<file path="config.mk">
export PLATFORM = sky130hd
export DESIGN_NAME = cell_guard_ctrl
export DESIGN_NICKNAME = d
export VERILOG_FILES = /design/src/rtl/cgc_pkg.sv /design/src/rtl/cgc_tick_gen.sv /design/src/rtl/cgc_wake_blank.sv /design/src/rtl/cgc_fault_qual.sv /design/src/rtl/cell_guard_ctrl.sv
export SDC_FILE = /design/constraint.sdc
export NUM_CORES = 1
export LEC_CHECK = 0
export BUFFER_PORTS_ARGS = -buffer_cell sky130_fd_sc_hd__buf_4
export CORE_UTILIZATION = 40
export DETAILED_ROUTE_END_ITERATION = 6
export PLACE_DENSITY_LB_ADDON = 0.15
export SLEW_MARGIN = 20
export SYNTH_ARGS = -nofsm -noshare
export SYNTH_HDL_FRONTEND = slang
export SYNTH_SLANG_ARGS = --single-unit
</file>
<file path="constraint.sdc">
create_clock -name clk -period 3 [get_ports clk]
set_input_delay 0.6 -clock clk [delete_from_list [all_inputs] [get_ports clk]]
set_output_delay 0.6 -clock clk [all_outputs]
set_load 0.005 [all_outputs]
</file>
<file path="src/rtl/cgc_pkg.sv">
package cgc_pkg;

    typedef enum logic [1:0] {
        Q_IDLE  = 2'd0,
        Q_COUNT = 2'd1,
        Q_HOLD  = 2'd2
    } qual_state_e;

    typedef enum logic [1:0] {
        W_AWAKE  = 2'd0,
        W_ASLEEP = 2'd1,
        W_BLANK  = 2'd2
    } wake_state_e;

endpackage

</file>
<file path="src/rtl/cgc_tick_gen.sv">
module cgc_tick_gen #(
    parameter int TICK_DIV = 5000
) (
    input  logic clk,
    input  logic rst_n,
    output logic tick
);
    localparam int DW = (TICK_DIV > 1) ? $clog2(TICK_DIV) : 1;

    generate
        if (TICK_DIV > 1) begin : g_div
            logic [DW-1:0] div_q;

            always_ff @(posedge clk or negedge rst_n) begin
                if (!rst_n)                         div_q <= '0;
                else if (div_q == DW'(TICK_DIV-1))  div_q <= '0;
                else                                div_q <= div_q + 1'b1;
            end

            assign tick = (div_q == DW'(TICK_DIV-1));

            // a tick never lasts two cycles
            p_tick_isolated_r11: assert property (@(posedge clk) disable iff (!rst_n)
                tick |=> !tick);
        end else begin : g_every
            assign tick = 1'b1;
        end
    endgenerate
endmodule

</file>
<file path="src/rtl/cgc_wake_blank.sv">
module cgc_wake_blank
    import cgc_pkg::*;
#(
    parameter int BLANK_TICKS = 2
) (
    input  logic clk,
    input  logic rst_n,
    input  logic tick,
    input  logic sleep_req,
    output logic blank
);
    localparam int BW = (BLANK_TICKS > 1) ? $clog2(BLANK_TICKS) : 1;

    wake_state_e   st_q, st_d;
    logic [BW-1:0] bcnt_q, bcnt_d;

    always_ff @(posedge clk or negedge rst_n) begin
        if (!rst_n) begin
            st_q   <= W_AWAKE;
            bcnt_q <= '0;
        end else begin
            st_q   <= st_d;
            bcnt_q <= bcnt_d;
        end
    end

    always_comb begin
        st_d   = st_q;
        bcnt_d = bcnt_q;
        unique case (st_q)
            W_AWAKE: begin
                if (sleep_req) st_d = W_ASLEEP;
            end
            W_ASLEEP: begin
                if (!sleep_req) begin
                    st_d   = W_BLANK;
                    bcnt_d = '0;
                end
            end
            W_BLANK: begin
                if (sleep_req) begin
                    st_d = W_ASLEEP;
                end else if (tick) begin
                    if (bcnt_q == BW'(BLANK_TICKS-1)) st_d = W_AWAKE;
                    else                              bcnt_d = bcnt_q + 1'b1;
                end
            end
            default: st_d = W_AWAKE;
        endcase
    end

    assign blank = (st_q != W_AWAKE);

    // leaving sleep always passes through blanking
    p_wake_enters_blank_r7: assert property (@(posedge clk) disable iff (!rst_n)
        (st_q == W_ASLEEP && !sleep_req) |=> (st_q == W_BLANK));

    // a sleep request blanks the inputs from the next cycle
    p_sleep_blanks_r7: assert property (@(posedge clk) disable iff (!rst_n)
        sleep_req |=> blank);
endmodule

</file>
<file path="src/rtl/cgc_fault_qual.sv">
module cgc_fault_qual
    import cgc_pkg::*;
#(
    parameter int W  = 6,
    parameter int TW = 16
) (
    input  logic          clk,
    input  logic          rst_n,
    input  logic          tick,
    input  logic [W-1:0]  cond,
    input  logic [TW-1:0] limit,
    input  logic [W-1:0]  clr_bits,
    output logic [W-1:0]  flags
);
    qual_state_e   st_q, st_d;
    logic [TW-1:0] cnt_q, cnt_d;
    logic [W-1:0]  flags_d;
    logic          lim_off, active, clr_any, at_end;

    assign lim_off = (limit == '0);
    assign active  = |cond;
    assign clr_any = |clr_bits;
    assign at_end  = (cnt_q >= limit - TW'(1));

    always_ff @(posedge clk or negedge rst_n) begin
        if (!rst_n) begin
            st_q  <= Q_IDLE;
            cnt_q <= '0;
            flags <= '0;
        end else begin
            st_q  <= st_d;
            cnt_q <= cnt_d;
            flags <= flags_d;
        end
    end

    always_comb begin
        st_d    = st_q;
        cnt_d   = cnt_q;
        flags_d = flags;
        if (lim_off) begin
            st_d    = Q_IDLE;
            cnt_d   = '0;
            flags_d = cond;
        end else if (clr_any) begin
            st_d    = Q_IDLE;
            cnt_d   = '0;
            flags_d = flags & ~clr_bits;
        end else begin
            unique case (st_q)
                Q_IDLE: begin
                    if (active) begin
                        st_d  = Q_COUNT;
                        cnt_d = '0;
                    end
                end
                Q_COUNT: begin
                    if (!active) begin
                        st_d  = Q_IDLE;
                        cnt_d = '0;
                    end else if (tick) begin
                        if (at_end) begin
                            st_d    = Q_HOLD;
                            cnt_d   = '0;
                            flags_d = flags | cond;
                        end else begin
                            cnt_d = cnt_q + 1'b1;
                        end
                    end
                end
                Q_HOLD: begin
                    if (!active) st_d = Q_IDLE;
                end
                default: st_d = Q_IDLE;
            endcase
        end
    end

    // a zero hold time makes the flags a one-cycle copy of the condition
    p_transparent_r3: assert property (@(posedge clk) disable iff (!rst_n)
        lim_off |=> (flags == $past(cond)));

    // bits written as one are clear on the next cycle, even on expiry
    p_clear_wins_r6: assert property (@(posedge clk) disable iff (!rst_n)
        (!lim_off && clr_any) |=> ((flags & $past(clr_bits)) == '0));

    // the hold state is reached only from counting, on a tick
    p_hold_after_count_r2: assert property (@(posedge clk) disable iff (!rst_n)
        (st_q == Q_HOLD && $past(st_q) != Q_HOLD) |-> ($past(st_q) == Q_COUNT && $past(tick)));
endmodule

</file>
<file path="src/rtl/cell_guard_ctrl.sv">
module cell_guard_ctrl #(
    parameter int NUM_CELLS   = 6,
    parameter int NUM_OT      = 2,
    parameter int TW          = 16,
    parameter int TICK_DIV    = 5000,
    parameter int BLANK_TICKS = 2,
    localparam int CW         = $clog2(NUM_CELLS + 1),
    localparam int FW         = 2 * NUM_CELLS
) (
    input  logic          clk,
    input  logic          rst_n,
    input  logic          sleep_req,
    input  logic [CW-1:0] cell_cfg,
    input  logic [NUM_CELLS-1:0] ov_raw,
    input  logic [NUM_CELLS-1:0] uv_raw,
    input  logic [NUM_OT-1:0]    ot_raw,
    input  logic [TW-1:0] ov_hold,
    input  logic [TW-1:0] uv_hold,
    input  logic [TW-1:0] ot_hold,
    input  logic          wr_en,
    input  logic          wr_sel,
    input  logic [FW-1:0] wr_data,
    output logic [FW-1:0] fault_word,
    output logic [NUM_OT-1:0] alert_word,
    output logic          fault_pin,
    output logic          alert_pin
);
    logic                 tick, blank;
    logic [NUM_CELLS-1:0] cell_en;
    logic [NUM_CELLS-1:0] cell_raw   [2];
    logic [TW-1:0]        cell_hold  [2];
    logic [NUM_CELLS-1:0] cell_flags [2];
    logic [NUM_CELLS-1:0] cell_clr   [2];
    logic [NUM_OT-1:0]    ot_cond, ot_clr;

    cgc_tick_gen #(.TICK_DIV(TICK_DIV)) u_tick (
        .clk   (clk),
        .rst_n (rst_n),
        .tick  (tick)
    );

    cgc_wake_blank #(.BLANK_TICKS(BLANK_TICKS)) u_wake (
        .clk       (clk),
        .rst_n     (rst_n),
        .tick      (tick),
        .sleep_req (sleep_req),
        .blank     (blank)
    );

    always_comb begin
        for (int i = 0; i < NUM_CELLS; i++) begin
            cell_en[i] = (int'(cell_cfg) > i);
        end
    end

    assign cell_raw[0]  = ov_raw;
    assign cell_raw[1]  = uv_raw;
    assign cell_hold[0] = ov_hold;
    assign cell_hold[1] = uv_hold;

    generate
        for (genvar s = 0; s < 2; s++) begin : g_cell_src
            logic [NUM_CELLS-1:0] cond;
            assign cond        = cell_raw[s] & cell_en & {NUM_CELLS{~blank}};
            assign cell_clr[s] = (wr_en && !wr_sel) ?
                                 wr_data[s*NUM_CELLS +: NUM_CELLS] : '0;

            cgc_fault_qual #(.W(NUM_CELLS), .TW(TW)) u_qual (
                .clk      (clk),
                .rst_n    (rst_n),
                .tick     (tick),
                .cond     (cond),
                .limit    (cell_hold[s]),
                .clr_bits (cell_clr[s]),
                .flags    (cell_flags[s])
            );
        end
    endgenerate

    assign ot_cond = ot_raw & {NUM_OT{~blank}};
    assign ot_clr  = (wr_en && wr_sel) ? wr_data[NUM_OT-1:0] : '0;

    cgc_fault_qual #(.W(NUM_OT), .TW(TW)) u_ot_qual (
        .clk      (clk),
        .rst_n    (rst_n),
        .tick     (tick),
        .cond     (ot_cond),
        .limit    (ot_hold),
        .clr_bits (ot_clr),
        .flags    (alert_word)
    );

    assign fault_word = {cell_flags[1], cell_flags[0]};
    assign fault_pin  = |fault_word;
    assign alert_pin  = |alert_word;

    // with both cell hold times set, the fault pin drops only on a clear
    p_pin_latched_r4: assert property (@(posedge clk) disable iff (!rst_n)
        (fault_pin && !(wr_en && !wr_sel) && ov_hold != '0 && uv_hold != '0) |=> fault_pin);

    // a masked cell never gains an overvoltage or undervoltage flag
    p_mask_r8: assert property (@(posedge clk) disable iff (!rst_n)
        1'b1 |=> (((cell_flags[0] & ~$past(cell_flags[0])) & ~$past(cell_en)) == '0 &&
                  ((cell_flags[1] & ~$past(cell_flags[1])) & ~$past(cell_en)) == '0));
endmodule

</file>
==> impl_metrics.csv <==
group,metric,value,unit
status,status,"finished, violations left",
status,violations,"negative setup slack",
synth,async_reset_ff_share,100.0,%
synth,syn-num-nets,931,
floorplan,io_pins,98,
worst_setup_path,crit_buf_inv,3,
synth,ys_seq_area_share,31.04,%
timing,rsz0062_at_grt,"yes",
timing,setup_ws,-0.1789,ns
synth,yosys.area.top_type_share,31.04,%
placement,gp_congestion,0.8070,
worst_setup_path,critical_path_class,"in -> reg",
floorplan,dieHeight,132.1,um
final_layout,multiInputGateArea,0.005149,mm^2
clocking,cts_max_level,3,
final_layout,fin_nets,1149,
synth,synth-edff-count,0,
synth,syn_area,0.006771,mm^2
timing,fmax,314.6,MHz
global_route,track_usage,22.53,%
clocking,root_buffer,"clkbuf_16",
min_path,hold_path_class,"in -> async",
worst_setup_path,worstReg2RegStart,"u_wake.st_q[0]$_DFFE_PN0P_",
synth,synthTopCellsByArea,"dfrtp_1, ha_1, xnor2_1",
placement,pre_cts_ws,-0.7100,ns
clocking,numCtsBuffers,9,
routing,vias_per_cell,5.593,
worst_setup_path,crit_chain,"buf_6 -> or4_4 -> nor3_4 -> nand2b_4 -> nor4_4 -> xnor2_1 -> ha_1 -> a21oi_2 -> o21ai_2 -> a211o_1 -> a21oi_2 -> buf_12 -> buf_4 -> a41oi_2 -> mux2i_1",
worst_setup_path,critPathArrivalTime,3.45,ns
routing,routed_wl,19800,um
worst_setup_path,cp-end-kind,"register",
final_layout,fillers,1512,
timing,hold_viol_final,0,
synth,yosysUniqueCellTypes,67,
timing,setup_violations,53,
routing,postRouteAntennaNets,0,
global_route,grt_max_degree,50,
clocking,cts_tree,"done",
global_route,grt_pass1_wl,31770,um
worst_setup_path,r2r_slack,0.33,ns
worst_setup_path,cpMostUsedCell,"a21oi_2",
worst_setup_path,cp_max_fo,12,
floorplan,start_util,40.83,%
placement,dpl.hpwl,14440,um
final_layout,layout_commonest_cell,"buf_4",
final_layout,final_cells,1237,
worst_setup_path,cpPeakStageDelay,0.57,ns
timing,worstMarginPinSlew,0.6842,ns
routing,wl_per_cell,16.01,um
timing,slew_headroom,53.97,%
final_layout,ff_latch_area,0.002102,mm^2
synth,avgSynthCellArea,8.528,um^2
synth,ys_seq_elements,84,
global_route,grt_overflow,0,
run,max_cap_violations,0,
timing,finalWorstPathRequiredPeriod,3.179,ns
worst_setup_path,r2r_cells,7,
timing,period_share,106.0,%
routing,drc,0,
final_layout,layout_common_cells,"buf_4, dfrtp_1, nand2_1",
worst_setup_path,worstReg2RegEnd,"g_cell_src[1].u_qual.cnt_q[11]$_DFFE_PN0P_",
power_and_ir_drop,leakage,4.272,nW
clocking,cts.path.max_buffers,2,
clocking,worst_skew_pair.late_latency,0.35,ns
floorplan,num_rows,47,
placement,dp.cells,1192,
floorplan,die_x,132.1,um
synth,syn_inst,794,
timing,drv_slew,0,
worst_setup_path,required,3.27,ns
worst_setup_path,path_delay_family,"simple AND/OR/NAND/NOR gates",
timing,fin_skew,0.005988,ns
worst_setup_path,cp_slowest_cell,"or4_4",
routing,vias,6918,
final_layout,area_delta_synth_final,46.01,%
global_route,antenna_found_initial,0,
routing,drtIter0Drc,407,
floorplan,core_area,0.01658,mm^2
final_layout,drive_above_1_share,35.89,%
floorplan,dieArea,0.01745,mm^2
worst_setup_path,critPathLaunchType,"input pin",
placement,numPortBuffers,97,
clocking,cts_num_sinks,84,
global_route,grt_pass1_vias,6499,
synth,ys.flop_type,"dfrtp_1",
clocking,clk_pin_slew,0.07,ns
final_layout,diodes,0,
power_and_ir_drop,power_density,305.3,mW/mm^2
routing,drtPass1Iterations,6,
synth,yosys_warnings,0,
synth,synth_top_cell_by_area,"dfrtp_1",
power_and_ir_drop,ir_drop,0.0002201,V
==> final cells by class <==
| type | instances | area share (%) |
|---|---|---|
| multi-input cells | 652 | 52.08 |
| flip-flops and latches | 84 | 21.26 |
| repair buffers | 231 | 19.54 |
| well taps | 220 | 2.784 |
| clock buffers | 10 | 2.417 |
| inverters | 34 | 1.443 |
| clock inverters | 6 | 0.4809 |
==> state kept, by name, summed over array words and instances, names as in the netlist <==
signal	flops
g_cell_src.u_qual.st_q	4
u_ot_qual.flags	2
u_tick.g_div.div_q	13
u_ot_qual.cnt_q	16
u_ot_qual.st_q	2
u_wake.st_q	2
g_cell_src.u_qual.cnt_q	32
u_wake.bcnt_q	1
g_cell_src.u_qual.flags	12
==> how the worst max path moves through the flow <==
stage | to | cells after the start | start | slack, ns
6_report | g_cell_src[0].u_qual.cnt_q[7]$_DFFE_PN0P_ | 15 | ov_hold[5] | -0.18
5_1_grt | g_cell_src[0].u_qual.cnt_q[10]$_DFFE_PN0P_ | 15 | ov_hold[5] | -0.35
4_1_cts | g_cell_src[0].u_qual.cnt_q[7]$_DFFE_PN0P_ | 14 | ov_hold[5] | -0.27
3_5_place_dp | g_cell_src[0].u_qual.cnt_q[12]$_DFFE_PN0P_ | 15 | ov_hold[5] | -0.71
3_3_place_gp | g_cell_src[0].u_qual.cnt_q[14]$_DFFE_PN0P_ | 15 | ov_hold[5] | -0.59
2_1_floorplan | g_cell_src[0].u_qual.cnt_q[10]$_DFFE_PN0P_ | 14 | ov_hold[5] | -0.33
==> worst reg2reg max path, cell delays in order (launching register included) <==
cell and delay (ns):
dfrtp_1 0.49, nor2_1 0.14, buf_4 0.20, a32o_1 0.27, or4b_1 0.50, nand3_1 0.50, nor2_1 0.11, a311o_1 0.35
==> stage by stage <==
stage               total power, mW  util [%]  cell area [um^2]  hold slack (ns)  setup TNS [ns]
floorplan                     1.525         -              7164           0.3044          -7.579
global placement              1.840     53.41              8857           0.4589          -29.19
detailed placement            1.845     53.41              8857           0.4608          -31.82
CTS                           2.972     57.28              9499           0.3008          -5.576
global route                  3.146     59.62              9887           0.3402          -13.69
finish                        3.019     59.62              9887           0.2699          -4.791
==> Yosys cell counts (all sizes together) (3+ instances only) <==
library cell  count
a211o             3
a211oi            7
a21o              7
a21oi            25
a221o             3
a22o              8
a31o              4
a31oi            13
a41o              3
a41oi            15
and2              7
and3             23
and4              4
buf              10
clkbuf           14
dfrtp            84
ha               55
inv              34
mux2i            14
nand2            81
nand2b           11
nand3            60
nand3b            3
nand4            24
nor2             51
nor2b            11
nor3             31
nor3b             3
nor4             22
nor4b             5
o211ai            6
o21ai            35
o22ai             5
o31ai            10
or2               9
or3               9
or4               6
xnor2            36
xor2             17
==> cell families (layout without fill, tap and decap cells) <==
logic type               after synthesis  count (layout)  share of synthesized area [%]
AO/OA/AOI/OAI                        164             164                          17.41
XOR/XNOR                              53              53                          6.855
adder cells (fa/ha/maj)               55              55                          10.16
buffers and inverters                 58             281                          3.492
flip-flops                            84              84                          31.04
multiplexers                          16              16                          2.402
AND/OR/NAND/NOR                      364             364                          28.64
==> power by group <==
| part | switching [mW] | internal [mW] | total [mW] |
|---|---|---|---|
| sequential | 0.0143 | 1.14 | 1.16 |
| combinational | 0.406 | 0.359 | 0.765 |
| clock | 0.506 | 0.592 | 1.10 |
| total | 0.927 | 2.09 | 3.02 |
==> what timing repair did <==
item / CTS / global route
pin swaps: 17 / 40
setup buffers: 16 / 14
hold buffers: 0 / 0
setup endpoints to repair: 52 / 66
cloned: 3 / 2
gates resized for setup: 51 / 61
==> per-layer routing <==
metal | vias to the layer above | wire, um | track usage, % | part of all wire, %
met3 | 25 | 775 | 2.422 | 3.9
met1 | 3288 | 9062 | 31.18 | 46
li1 | 3433 | - | - | -
met5 | - | 0 | 0 | 0
met4 | 0 | 325 | 7.041 | 1.6
met2 | 172 | 9638 | 36.89 | 49
Note: power is estimated with default switching activity, not from simulation.
